## src/rtl/irq_src_pkg.sv

```systemverilog
package irq_src_pkg;
  localparam int NUM_FUNC = 6;
  localparam int NUM_AXIS = 3;
  localparam int REG_W    = NUM_FUNC + 2;
  localparam int DRDY_BIT = 0;
  localparam int RSVD_BIT = 1;
  localparam int FUNC_LSB = 2;
endpackage

```

## src/rtl/irq_edge_detect.sv

```systemverilog
module irq_edge_detect #(
  parameter int W = 7
) (
  input  logic         clk,
  input  logic         rst,
  input  logic [W-1:0] sig_in,
  output logic [W-1:0] rise
);
  logic [W-1:0] sig_q;

  always_ff @(posedge clk) begin
    if (rst) sig_q <= '0;
    else     sig_q <= sig_in;
  end

  assign rise = sig_in & ~sig_q;
endmodule

```

## src/rtl/irq_src_cell.sv

```systemverilog
module irq_src_cell (
  input  logic clk,
  input  logic rst,
  input  logic set_i,
  input  logic clr_i,
  output logic q
);
  always_ff @(posedge clk) begin
    if (rst)        q <= 1'b0;
    else if (set_i) q <= 1'b1;
    else if (clr_i) q <= 1'b0;
  end

  AST_CELL_HOLD:   assert property (@(posedge clk) disable iff (rst) q && !clr_i |=> q);
  AST_CELL_NOSET:  assert property (@(posedge clk) disable iff (rst) !q && !set_i |=> !q);
  AST_CELL_SETWIN: assert property (@(posedge clk) disable iff (rst) set_i && clr_i |=> q);
endmodule

```

## src/rtl/irq_drdy_track.sv

```systemverilog
module irq_drdy_track #(
  parameter int NAXIS = 3
) (
  input  logic             clk,
  input  logic             rst,
  input  logic             set_i,
  input  logic [NAXIS-1:0] axis_rd,
  output logic             q
);
  logic [NAXIS-1:0] seen_q;
  logic [NAXIS-1:0] seen_nx;
  logic             all_read;

  assign seen_nx  = seen_q | axis_rd;
  assign all_read = &seen_nx;

  always_ff @(posedge clk) begin
    if (rst) begin
      q      <= 1'b0;
      seen_q <= '0;
    end else if (set_i) begin
      q      <= 1'b1;
      seen_q <= '0;
    end else if (q && all_read) begin
      q      <= 1'b0;
      seen_q <= '0;
    end else if (q) begin
      seen_q <= seen_nx;
    end
  end

  AST_DRDY_NOSET:   assert property (@(posedge clk) disable iff (rst) !q && !set_i |=> !q);
  AST_DRDY_PARTIAL: assert property (@(posedge clk) disable iff (rst) q && !set_i && !all_read |=> q);
  AST_DRDY_CLEAR:   assert property (@(posedge clk) disable iff (rst) q && !set_i && all_read |=> !q);
  AST_DRDY_SETWIN:  assert property (@(posedge clk) disable iff (rst) set_i |=> q && seen_q == '0);
endmodule

```

## src/rtl/irq_source_reg.sv

```systemverilog
module irq_source_reg
  import irq_src_pkg::*;
(
  input  logic                clk,
  input  logic                rst,
  input  logic [NUM_FUNC:0]   func_req,
  input  logic [NUM_FUNC-1:0] src_clr,
  input  logic [NUM_AXIS-1:0] axis_rd,
  input  logic                status_rd,
  output logic [REG_W-1:0]    src_out
);
  logic [NUM_FUNC:0]   rise;
  logic [NUM_FUNC-1:0] func_q;
  logic                drdy_q;

  irq_edge_detect #(.W(NUM_FUNC + 1)) u_edge (
    .clk    (clk),
    .rst    (rst),
    .sig_in (func_req),
    .rise   (rise)
  );

  for (genvar i = 0; i < NUM_FUNC; i++) begin : g_func
    irq_src_cell u_cell (
      .clk   (clk),
      .rst   (rst),
      .set_i (rise[i+1]),
      .clr_i (src_clr[i]),
      .q     (func_q[i])
    );
  end

  irq_drdy_track #(.NAXIS(NUM_AXIS)) u_drdy (
    .clk     (clk),
    .rst     (rst),
    .set_i   (rise[0]),
    .axis_rd (axis_rd),
    .q       (drdy_q)
  );

  always_comb begin
    src_out           = '0;
    src_out[DRDY_BIT] = drdy_q;
    src_out[RSVD_BIT] = 1'b0;
    src_out[REG_W-1:FUNC_LSB] = func_q;
  end

  AST_STATUS_NOCLR: assert property (@(posedge clk) disable iff (rst)
    src_out[DRDY_BIT] && status_rd && axis_rd == '0 |=> src_out[DRDY_BIT]);
  AST_DRDY_EDGE_SETS: assert property (@(posedge clk) disable iff (rst)
    $rose(func_req[0]) |=> src_out[DRDY_BIT]);
  AST_RSVD_LOW: assert property (@(posedge clk) disable iff (rst) !src_out[RSVD_BIT]);
  for (genvar k = 1; k <= NUM_FUNC; k++) begin : g_chk
    AST_FUNC_EDGE_SETS: assert property (@(posedge clk) disable iff (rst)
      $rose(func_req[k]) |=> src_out[k+1]);
    AST_FUNC_OWN_CLR: assert property (@(posedge clk) disable iff (rst)
      src_clr[k-1] && !$rose(func_req[k]) |=> !src_out[k+1]);
  end
endmodule

```

## config.mk

```make
export PLATFORM = sky130hd
export DESIGN_NAME = irq_source_reg
export DESIGN_NICKNAME = d
export VERILOG_FILES = /design/src/rtl/irq_src_pkg.sv /design/src/rtl/irq_edge_detect.sv /design/src/rtl/irq_src_cell.sv /design/src/rtl/irq_drdy_track.sv /design/src/rtl/irq_source_reg.sv
export SDC_FILE = /design/constraint.sdc
export NUM_CORES = 1
export LEC_CHECK = 0
export BUFFER_PORTS_ARGS = -buffer_cell sky130_fd_sc_hd__buf_2
export CORE_MARGIN = 10
export CORE_UTILIZATION = 44
export CTS_CLUSTER_SIZE = 20
export DETAILED_ROUTE_END_ITERATION = 10
export PLACE_DENSITY = 0.8
export REMOVE_ABC_BUFFERS = 1
export SLEW_MARGIN = 20
export SYNTH_ARGS = -nofsm -noshare
export SYNTH_HDL_FRONTEND = slang
export SYNTH_HIERARCHICAL = 1
export SYNTH_SLANG_ARGS = --single-unit
export TNS_END_PERCENT = 20
```

## constraint.sdc

```tcl
create_clock -name clk -period 1.2 [get_ports clk]
set_input_delay 0.12 -clock clk [delete_from_list [all_inputs] [get_ports clk]]
set_output_delay 0.12 -clock clk [all_outputs]
set_load 0.01 [all_outputs]
```

# Yosys cells after proc, flatten, opt, wreduce, memory -nomap -nowiden
# Index checks and enable logic that the tools add are counted.
# W data, S select, Z words.
[word_totals]
reg_bits = 17
latch_bits = 0
ramBits = 0
romBits = 0
in_bits = 19
output_inout_bits = 8
wordCells = 36
memories = 0
[classes]
addsub = 0
multipliers = 0
div = 0
magnitude_cmp = 0
eq_ne = 0
shift = 0
n_mux = 14
n_bitwise = 3
reduce_logical = 10
[op_table]
columns = ["operator", "count"]
rows = [
  ["$mux W1", 14],
  ["$reduce_bool A2 Y1", 7],
  ["$and A7 B7 Y7", 1],
  ["$not A7 Y7", 1],
  ["$or A3 B3 Y3", 1],
  ["$reduce_and A3 Y1", 1],
  ["$reduce_or A3 Y1", 1],
  ["$logic_and A1 B1 Y1", 1],
]

# Longest topological paths before layout
[logic_depth]
word_depth = 5
depth_mapped = 3
mapped_depth_nobuf = 3

# Hierarchy
# Netlist, hierarchy kept.
[modules_own_cells]
columns = ["module", "n_inst", "cells_per_inst", "area_per_inst_um2", "seq_area_each_um2"]
rows = [
  ["irq_src_cell", 6, 4, 38.8, 20.0],
  ["irq_edge_detect", 1, 21, 227.7, 140.1],
  ["irq_drdy_track", 1, 16, 166.4, 80.1],
  ["irq_source_reg", 1, 3, 18.8, 0.0],
]

# Worst setup path after synthesis
# No wires, ideal clock.
[synth_timing]
path_kind = "register -> register"
from = "register u_edge.sig_q[0]"
to = "register u_drdy.seen_q[0]"
setup_ps = 86
arrival_ps = 769
t_required_ps = 1114
path_slack_ps = 346
stages_incl_launch_ff = 4
path_buffers = 0
period_less_slack_ps = 854
path_cell_list = "dfxtp_1 -> nor2b_1 -> or2_1 -> a211oi_1"
[synth_via]
elab_chain_cells = 3
[synth_rtl]
columns = ["item", "line_no", "source"]
rows = [
  ["from (decl)", "irq_edge_detect.sv:9", "logic [W-1:0] sig_q;"],
  ["from (signal assigned)", "irq_edge_detect.sv:13", "else sig_q <= sig_in;"],
  ["$not A7 Y7", "irq_edge_detect.sv:16", "assign rise = sig_in & ~sig_q;"],
  ["$and A7 B7 Y7", "irq_edge_detect.sv:16", ""],
  ["via rise[0]", "irq_source_reg.sv:12", "logic [NUM_FUNC:0] rise;"],
  ["$reduce_or A3 Y1 (no source line)", "n/a", ""],
  ["to (signal assigned)", "irq_drdy_track.sv:28", "seen_q <= seen_nx;"],
  ["to (decl)", "irq_drdy_track.sv:10", "logic [NAXIS-1:0] seen_q;"],
]
# The timed path passes the listed nets, and every way through them passes these cells.
# A chain may end at the register's enable or synchronous reset.

# Worst setup path after layout
[layout_timing]
from = "register u_drdy.q"
to = "output src_out[0]"
[layout_lines]
columns = ["item", "line_no", "source"]
rows = [
  ["from (decl)", "irq_drdy_track.sv:8", "output logic q"],
  ["from (signal assigned)", "irq_drdy_track.sv:19", "q <= 1'b0;"],
  ["from (signal assigned)", "irq_drdy_track.sv:22", "q <= 1'b1;"],
  ["from (signal assigned)", "irq_drdy_track.sv:25", "q <= 1'b0;"],
  ["to (decl)", "irq_source_reg.sv:10", "output logic [REG_W-1:0] src_out"],
]
# No word-level cell between the ends.

==> results.cfg <==
[global_route]
grt_pass1_wl_um = 2049
overflow = 0
grt_use_total_pct = 7.407
grt_antenna_before_repair = 0
grt_pass1_vias = 508
grt_max_degree = 15

[timing]
skew_ns = 0.001089
timing.setup.tns_ns = 0
hold_violations = 0
rsz0062_at_grt = no
fin_crit_ns = 1.026
post-route-period-util_pct = 85.48
finalSetupViolCount = 0
finalMaxSlewViolations = 0
clock.fmax_ghz = 0.9749

[detailed_routing]
drc = 0
wire_per_inst_um = 11.56
wl_um = 1225
via_count = 487
drtAntennaViolNets = 0
first_pass_iters = 4
drtIter0Drc = 6
vias_per_cell = 4.594

[floorplanning]
start_util_pct = 47.82
dieArea_mm2 = 0.003399
pin_count = 27
placementRows = 13
fp.dieH_um = 58.31
die_x_um = 58.31
core_area_mm2 = 0.001350

[yosys]
ys_ff_latch = 17
avgSynthCellArea_um2 = 10.09
yosysSeqAreaShare_pct = 52.71
synth.largest_area_cell = dfxtp_1
synthArstFlopShare_pct = 0
synth.distinct_cells = 15
synth_edf_count = 0
synthFlopType = dfxtp_1
synth_top_cells_by_area = dfxtp_1, nor2b_1, a21oi_2, nand2b_1, a211oi_1
syn_inst = 64
synth_area_um2 = 645.6
synth_most_common_cell = dfxtp_1
synth_top_area_share_pct = 52.71
ys_warn_count = 6
synth_commonest_cells = dfxtp_1, nor2b_1, a21oi_2, inv_1, nand2b_1

[worst_setup_path]
required_ns = 1.08
cp_slowest_cell = dfxtp_1
r2r-start = u_edge/sig_q[0]
critPathBufInv = 1
worstReg2RegEnd = u_drdy/q
cp_num_cells = 1
crit_chain = buf_2
rrSetupSlack_ns = 0.25
crit_fanout = 7
crit_path_start_kind = flip-flop
rr_worst_depth = 3
crit_family = flip-flops
crit_type = reg -> out
crit_arrival_ns = 0.91
max_stage_delay_ns = 0.45
critPathCapture = src_out[0]
startpoint = u_drdy/q
endpoint_kind = output port

[finish]
multi_input_area_um2 = 267.8
area_growth_pct = 24.42
antenna_cells = 0
nets = 111
drive_gt1_share_pct = 38.46
seq_area_um2 = 340.3
final_cells = 106
fillers = 140

[min_path]
hp-class = in -> reg

[clock_tree]
ctsHtreeMaxLevel = 1
cts_buffers = 3
clock_path_buffers = 2
clk_latency_ns = 0.28
cts_tree = done
post_cts_resized = 0
cts-hold-fix-buffers = 0
clock_sinks = 17
post_cts_buffers = 0
clk_pin_slew_ns = 0.09
root_buffer = clkbuf_4

[placement]
place_inst = 102
dp_hpwl_um = 990.6
gp_congestion = 0.7482
port_buffers = 24

[pwr]
power_leakage_nw = 0.3669
power_density_mw_per_mm2 = 1295
power_mw = 1.040
ir_worst_vdd_mv = 0.9262

[outcome]
status = complete, no violations

[job]
maxCapViolCount = 0
-- logic make-up (layout without fill, tap and decap cells) --
family | Yosys count | in the layout | share of synthesized area [%]
compound gates | 16 | 16 | 19.96
buf+inv | 8 | 35 | 5.813
flops | 17 | 17 | 52.71
other cells | 1 | 1 | 0.5808
simple gates | 22 | 22 | 20.93
-- sequential cells by signal (all words and copies together), names as in the netlist --
signal and flops:
u_edge/sig_q 7, u_drdy/seen_q 3, u_drdy/q 1, g_func.u_cell/q 6
-- worst min path at each step --
stage                     start            endpoint  slack, ns  depth (start not counted)
finish              func_req[4]     u_edge/sig_q[4]       0.06                          2
global placement    func_req[3]     u_edge/sig_q[3]       0.34                          2
detailed placement  func_req[4]     u_edge/sig_q[4]       0.34                          2
CTS                 func_req[4]     u_edge/sig_q[4]       0.04                          2
global route        func_req[5]     u_edge/sig_q[5]       0.06                          2
floorplan                   rst  g_func[0].u_cell/q       0.18                          1
-- where the power goes --
group,total (mW),internal [mW],switching [mW]
Clock,0.293,0.129,0.164
Sequential,0.613,0.597,0.0164
Combinational,0.134,0.0704,0.0639
Total,1.04,0.796,0.244
-- through the flow --
step / setup slack, ns / area [µm²] / hold WS [ns] / utilization (%)
floorplan: 0.3457 / 630.6 / 0.1824 / -
global placement: 0.3015 / 777.0 / 0.3413 / 57.55
detailed placement: 0.2497 / 777.0 / 0.3442 / 57.55
CTS: 0.1542 / 803.3 / 0.04263 / 59.50
global route: 0.09895 / 803.3 / 0.05893 / 59.50
finish: 0.1742 / 803.3 / 0.05841 / 59.50
-- cell type report --
| cell class | instances | share of cell area [%] |
|---|---|---|
| inverter | 6 | 2.804 |
| sequential | 17 | 42.37 |
| timing repair buffer | 25 | 15.89 |
| clock buffer | 4 | 3.271 |
| multi-input combinational | 39 | 33.33 |
| tap | 15 | 2.336 |
-- metal layers --
layer	track usage, %	vias to the layer above	share of wire, %
met1	7.911	209	46
met5	0	-	0
met2	11.53	20	42
met4	2.013	0	0
li1	-	258	-
met3	5.150	0	12
-- placed cells by master, fill, tap and decap left out --
master,count
buf_2,24
dfxtp_1,17
nor2b_1,14
inv_1,6
nand2b_1,6
a21oi_2,6
clkbuf_4,3
a21oi_1,3
a211oi_1,3
conb_1,1
clkbuf_1,1
buf_4,1
o22a_1,1
o21a_1,1
or2_1,1
o21ba_1,1
nor2_1,1
a211oi_2,1
Power figures use the tool's default switching activity.
